--- src/rtl/xbus_seq_pkg.sv ---
package xbus_seq_pkg;

    // Phase codes; the numeric values are visible on the phase port.
    typedef enum logic [2:0] {
        PH_IDLE  = 3'd0,
        PH_ADDR  = 3'd1,
        PH_STRB  = 3'd2,
        PH_HOLD  = 3'd3,
        PH_FLOAT = 3'd4
    } bus_phase_e;

    localparam int unsigned WSEL_W  = 2;
    localparam int unsigned PHASE_W = 3;

endpackage

--- src/rtl/xbus_wait_decode.sv ---
module xbus_wait_decode #(
    parameter int unsigned REGION_W    = 2,
    parameter int unsigned WAIT_REGION = 1,
    parameter int unsigned CNT_W       = 2
) (
    input  logic [REGION_W-1:0]              region,
    input  logic                             ext_float,
    input  logic [xbus_seq_pkg::WSEL_W-1:0]  wsel_n,
    output logic [CNT_W-1:0]                 wait_cnt
);
    localparam logic [REGION_W-1:0] TARGET = REGION_W'(WAIT_REGION);

    logic [CNT_W-1:0] std_cnt;
    logic [CNT_W-1:0] ext_cnt;
    logic             hit;

    // Standard timing: count is the inverted select.
    // Extended timing: only the upper select bit matters (1 or 3).
    always_comb begin
        std_cnt  = CNT_W'(~wsel_n);
        ext_cnt  = wsel_n[1] ? CNT_W'(1) : CNT_W'(3);
        hit      = (region == TARGET);
        wait_cnt = '0;
        if (hit) begin
            wait_cnt = ext_float ? ext_cnt : std_cnt;
        end
    end
endmodule

--- src/rtl/xbus_wclk_gen.sv ---
module xbus_wclk_gen (
    input  logic clk,
    input  logic rst_n,
    input  logic en,
    output logic wclk
);
    logic wclk_q;

    always_ff @(posedge clk) begin
        if (!rst_n) begin
            wclk_q <= 1'b0;
        end else if (en) begin
            wclk_q <= ~wclk_q;
        end else begin
            wclk_q <= 1'b0;
        end
    end

    assign wclk = wclk_q;
endmodule

--- src/rtl/xbus_cycle_fsm.sv ---
module xbus_cycle_fsm #(
    parameter int unsigned CNT_W = 2
) (
    input  logic                               clk,
    input  logic                               rst_n,
    input  logic                               req_valid,
    input  logic                               req_write,
    input  logic                               ext_float,
    input  logic [CNT_W-1:0]                   wait_cnt,
    input  logic                               rtw_en,
    input  logic                               wait_n,
    output logic                               req_ready,
    output logic                               ale,
    output logic                               rd_n,
    output logic                               wr_n,
    output logic                               done,
    output logic [xbus_seq_pkg::PHASE_W-1:0]   phase
);
    import xbus_seq_pkg::*;

    bus_phase_e       state_q, state_d;
    logic [CNT_W-1:0] cnt_q;
    logic             wr_q;
    logic             ext_q;
    logic             accept;
    logic             stretch;

    assign accept  = (state_q == PH_IDLE) && req_valid;
    assign stretch = (cnt_q != '0) || (rtw_en && !wait_n);

    // Next-state logic
    always_comb begin
        state_d = state_q;
        unique case (state_q)
            PH_IDLE:  if (req_valid) state_d = PH_ADDR;
            PH_ADDR:  state_d = PH_STRB;
            PH_STRB:  if (!stretch) state_d = PH_HOLD;
            PH_HOLD:  state_d = (ext_q && !wr_q) ? PH_FLOAT : PH_IDLE;
            PH_FLOAT: state_d = PH_IDLE;
            default:  state_d = PH_IDLE;
        endcase
    end

    // State register and per-cycle context
    always_ff @(posedge clk) begin
        if (!rst_n) begin
            state_q <= PH_IDLE;
            cnt_q   <= '0;
            wr_q    <= 1'b0;
            ext_q   <= 1'b0;
        end else begin
            state_q <= state_d;
            if (accept) begin
                cnt_q <= wait_cnt;
                wr_q  <= req_write;
                ext_q <= ext_float;
            end else if (state_q == PH_STRB && cnt_q != '0) begin
                cnt_q <= cnt_q - 1'b1;
            end
        end
    end

    // Moore outputs
    always_comb begin
        req_ready = 1'b0;
        ale       = 1'b0;
        rd_n      = 1'b1;
        wr_n      = 1'b1;
        done      = 1'b0;
        unique case (state_q)
            PH_IDLE:  req_ready = 1'b1;
            PH_ADDR:  ale = 1'b1;
            PH_STRB:  begin
                rd_n = wr_q;
                wr_n = !wr_q;
            end
            PH_HOLD:  done = 1'b1;
            PH_FLOAT: ;
            default:  ;
        endcase
        phase = state_q;
    end
endmodule

--- src/rtl/xbus_wait_seq.sv ---
module xbus_wait_seq #(
    parameter int unsigned REGION_W    = 2,
    parameter int unsigned WAIT_REGION = 1,
    parameter int unsigned CNT_W       = 2
) (
    input  logic                clk,
    input  logic                rst_n,
    input  logic                req_valid,
    input  logic [REGION_W-1:0] req_region,
    input  logic                req_write,
    input  logic                req_cfg_fetch,
    input  logic                cfg_edf_n,
    input  logic [1:0]          cfg_wsb_n,
    input  logic                rtw_en,
    input  logic                wait_n,
    input  logic                wclk_en,
    output logic                req_ready,
    output logic                ale,
    output logic                rd_n,
    output logic                wr_n,
    output logic [2:0]          phase,
    output logic                done,
    output logic                wclk
);
    logic             ext_float;
    logic             eff_write;
    logic [CNT_W-1:0] wait_cnt;

    // Configuration fetch forces extended float timing and a read.
    assign ext_float = req_cfg_fetch | ~cfg_edf_n;
    assign eff_write = req_write & ~req_cfg_fetch;

    xbus_wait_decode #(
        .REGION_W    (REGION_W),
        .WAIT_REGION (WAIT_REGION),
        .CNT_W       (CNT_W)
    ) u_decode (
        .region    (req_region),
        .ext_float (ext_float),
        .wsel_n    (cfg_wsb_n),
        .wait_cnt  (wait_cnt)
    );

    xbus_cycle_fsm #(
        .CNT_W (CNT_W)
    ) u_fsm (
        .clk       (clk),
        .rst_n     (rst_n),
        .req_valid (req_valid),
        .req_write (eff_write),
        .ext_float (ext_float),
        .wait_cnt  (wait_cnt),
        .rtw_en    (rtw_en),
        .wait_n    (wait_n),
        .req_ready (req_ready),
        .ale       (ale),
        .rd_n      (rd_n),
        .wr_n      (wr_n),
        .done      (done),
        .phase     (phase)
    );

    xbus_wclk_gen u_wclk (
        .clk   (clk),
        .rst_n (rst_n),
        .en    (wclk_en),
        .wclk  (wclk)
    );
endmodule

--- config.mk ---
export PLATFORM = sky130hd
export DESIGN_NAME = xbus_wait_seq
export DESIGN_NICKNAME = d
export VERILOG_FILES = /design/src/rtl/xbus_seq_pkg.sv /design/src/rtl/xbus_wait_decode.sv /design/src/rtl/xbus_wclk_gen.sv /design/src/rtl/xbus_cycle_fsm.sv /design/src/rtl/xbus_wait_seq.sv
export SDC_FILE = /design/constraint.sdc
export NUM_CORES = 1
export LEC_CHECK = 0
export ABC_AREA = 1
export BUFFER_PORTS_ARGS = -buffer_cell sky130_fd_sc_hd__buf_4
export CORE_AREA = 2 2 39 41
export CTS_BUF_LIST = sky130_fd_sc_hd__clkbuf_8
export CTS_CLUSTER_SIZE = 25
export DETAILED_ROUTE_END_ITERATION = 8
export DIE_AREA = 0 0 41 43
export PLACE_DENSITY = 0.6
export SKIP_LAST_GASP = 1
export SYNTH_ARGS = -nofsm -noshare
export SYNTH_HDL_FRONTEND = slang
export SYNTH_SLANG_ARGS = --single-unit
--- constraint.sdc ---
create_clock -name clk -period 1.1 [get_ports clk]
set_clock_uncertainty 0.1 [all_clocks]
set_input_delay 0.165 -clock clk [delete_from_list [all_inputs] [get_ports clk]]
set_output_delay 0.165 -clock clk [all_outputs]
set_load 0.01 [all_outputs]
==> flow_summary.yaml <==
status:
  outcome: "finished with violations"
  violations: "negative setup slack"
floorplanning:
  num_rows: 14
  die_x_um: 41
  die_area_sq_um: 1760
  core_sq_um: 1380
  fp.dieH_um: 43
  initial_utilization_pct: 32.7
  io_pins: 22
timing:
  hold_slack_ns: 0.0593
  worst_slack_ns: -0.184
  timing_hold_violations_final: 0
  worstMarginPinSlew_ns: 0.217
  relSlewSlack_pct: 85.4
  tns_ns: -1.12
  finalMaxSlewViolations: 0
  setup_viol: 10
  rsz0062_at_grt: "yes"
  fin_crit_sh_pct: 117
  clock.fmax_mhz: 779
  min_period_ns: 1.28
worst_setup_path:
  cp-start-kind: "flip-flop"
  worst-path-buf-inv: 4
  worstSetupPathType: "flip-flop to output pin"
  arrival_ns: 1.02
  slowest_delay_ns: 0.32
  crit_path_max_fanout: 4
  critical_path.cell_chain: "inv_2 -> buf_6 -> nand3b_1 -> inv_2 -> buf_6"
  crit_family: "buffers and inverters"
  slowest_stage: "dfxtp_2"
  cp.required_ns: 0.83
  critical_path.endpoint_type: "output pin"
global_route:
  globalRouteTotalUtil_pct: 17.2
  grt_max_degree: 7
  antenna_found_initial: 0
  grt_pass1_vias: 491
  overflow: 0
  grt_pass1_wl_um: 1970
detailed_routing:
  vias: 547
  wl_um: 1240
  detail-route-antenna-nets: 0
  drtIter0Drc: 1
  avgRoutedWirePerCell_um: 10.5
  firstDrtPassIters: 2
  drc: 0
  via_per_inst: 4.64
place:
  place_ws_ns: -0.0536
  gp_congestion: 0.687
  hpwl_um: 830
  dpl_cell_area_sq_um: 676
  io_buffer_count: 21
cells_and_area:
  mostFrequentLayoutCell: "buf_4"
  nNetsFinal: 118
  seq_area_sq_um: 171
  diodes: 0
  syn_to_final_growth_pct: 92.3
  fillCellCount: 116
  mostFrequentLayoutCells: "20 x buf_4, 12 x nand2_1, 12 x buf_6, 10 x nor2_1, 7 x inv_1"
  fin_area_sq_um: 871
  drive_gt1_share_pct: 59.8
  multi_input_area_sq_um: 305
clocking:
  tritoncts: "done"
  clock_sinks: 8
  worstSkewPairLatency_ns: 0.23
  cts_buffers: 3
  clk_pin_slew_worst_paths_ns: 0.04
  htree_levels: 1
  cts_root_buffer: "clkbuf_8"
  postCtsHoldBufs: 0
  clock_path_buffers: 2
yosys:
  synth.area.top_cells: "dfxtp_1 35%, nand2_1 15%, nor2_1 9.1%"
  netlist_instances: 67
  synthDistinctLibCells: 18
  syn_nets: 81
  avgSynthCellArea_sq_um: 6.76
  netlist_area_sq_um: 453
  ys_seq_elements: 8
  yosysTopAreaCellShare_pct: 35.4
  ys_warn_count: 0
  yosysSeqAreaShare_pct: 35.4
  synth_top_area_cell: "dfxtp_1"
power:
  ir_drop_mv: 0.637
  power_density_nw_per_um2: 1340
  p_leak_uw: 0.000431
worst_hold_path:
  hp-class: "input port to flip-flop"
flow_run:
  cap_violations: 0
[worst paths after layout]
path,depth (start not counted),slack [ns],startpoint,end
setup / recovery,5,-0.18,u_fsm.phase[1],ale
hold / removal,3,0.06,wclk_en,u_wclk.wclk
setup reg to reg,6,-0.10,u_fsm.phase[0],u_fsm.cnt_q[1]
hold reg to reg,1,0.31,u_wclk.wclk,u_wclk.wclk
[cells by family (layout without fill, tap and decap cells)]
logic type	after synthesis	count (layout)	synth area share, %
AOI/OAI and AO/OA	5	5	6.91
adders and majority gates	1	1	2.76
buffers and inverters	12	47	9.95
DFF	8	8	35.4
and+or+nand+nor	41	41	45.0
[state kept, by name, summed over array words and instances, names as in the netlist]
signal,flops
u_wclk.wclk,1
u_fsm.ext_q,1
u_fsm.phase,3
u_fsm.wr_q,1
u_fsm.cnt_q,2
[cell type report]
type,instances,share of cell area [%]
Inverter,12,5.46
Timing Repair Buffer,32,32.8
Clock buffer,3,4.74
Multi-Input combinational cell,47,35.1
Tap cell,16,2.30
Sequential cell,8,19.7
[synth_stat cells]
cell and count:
o21ai_1 2, nor3_2 1, a21oi_2 1, o21ai_0 1, nor2_4 1, nand3_4 1, nor2_1 11, ha_1 1
nand2_2 1, o21a_1 1, nand3b_1 1, dfxtp_1 8, nand4_1 2, nand3_1 4, inv_2 2, nand3_2 1
inv_1 10, nand2_1 18
[worst min-delay path: cells and delay by family]
family                 cells  cell delay (ns)
and+or+nand+nor            2             0.11
buffers and inverters      1             0.07
[what timing repair did]
| item | CTS | global route |
|---|---|---|
| buffers inserted | 5 | 3 |
| pin swaps | 8 | 7 |
| resized for setup | 14 | 18 |
| setup endpoints to repair | 8 | 13 |
[through the flow]
| step | cells | utilization (%) | power (uW) |
|---|---|---|---|
| global route | 118 | 62.9 | 1240 |
| global placement | 109 | 48.8 | 677 |
| floorplan | 67 | - | 534 |
| detailed placement | 109 | 48.8 | 683 |
| CTS | 117 | 58.1 | 1110 |
| finish | 118 | 62.9 | 1160 |
[routing by layer]
layer / up-vias / part of all wire, % / track usage (%) / routed length [um]
met2: 21 / 50 / 27.2 / 621
met4: 0 / 2.2 / 14.0 / 27
li1: 281 / - / - / -
met3: 4 / 6.4 / 3.66 / 79
met1: 241 / 41 / 18.2 / 515
met5: - / 0 / 0 / 0
[report_power, final]
group / switching, uW / internal, uW
registers: 30.5 / 326
clock network: 111 / 237
logic: 219 / 241
total: 361 / 803
No activity file was read; power rests on OpenSTA's default activity.
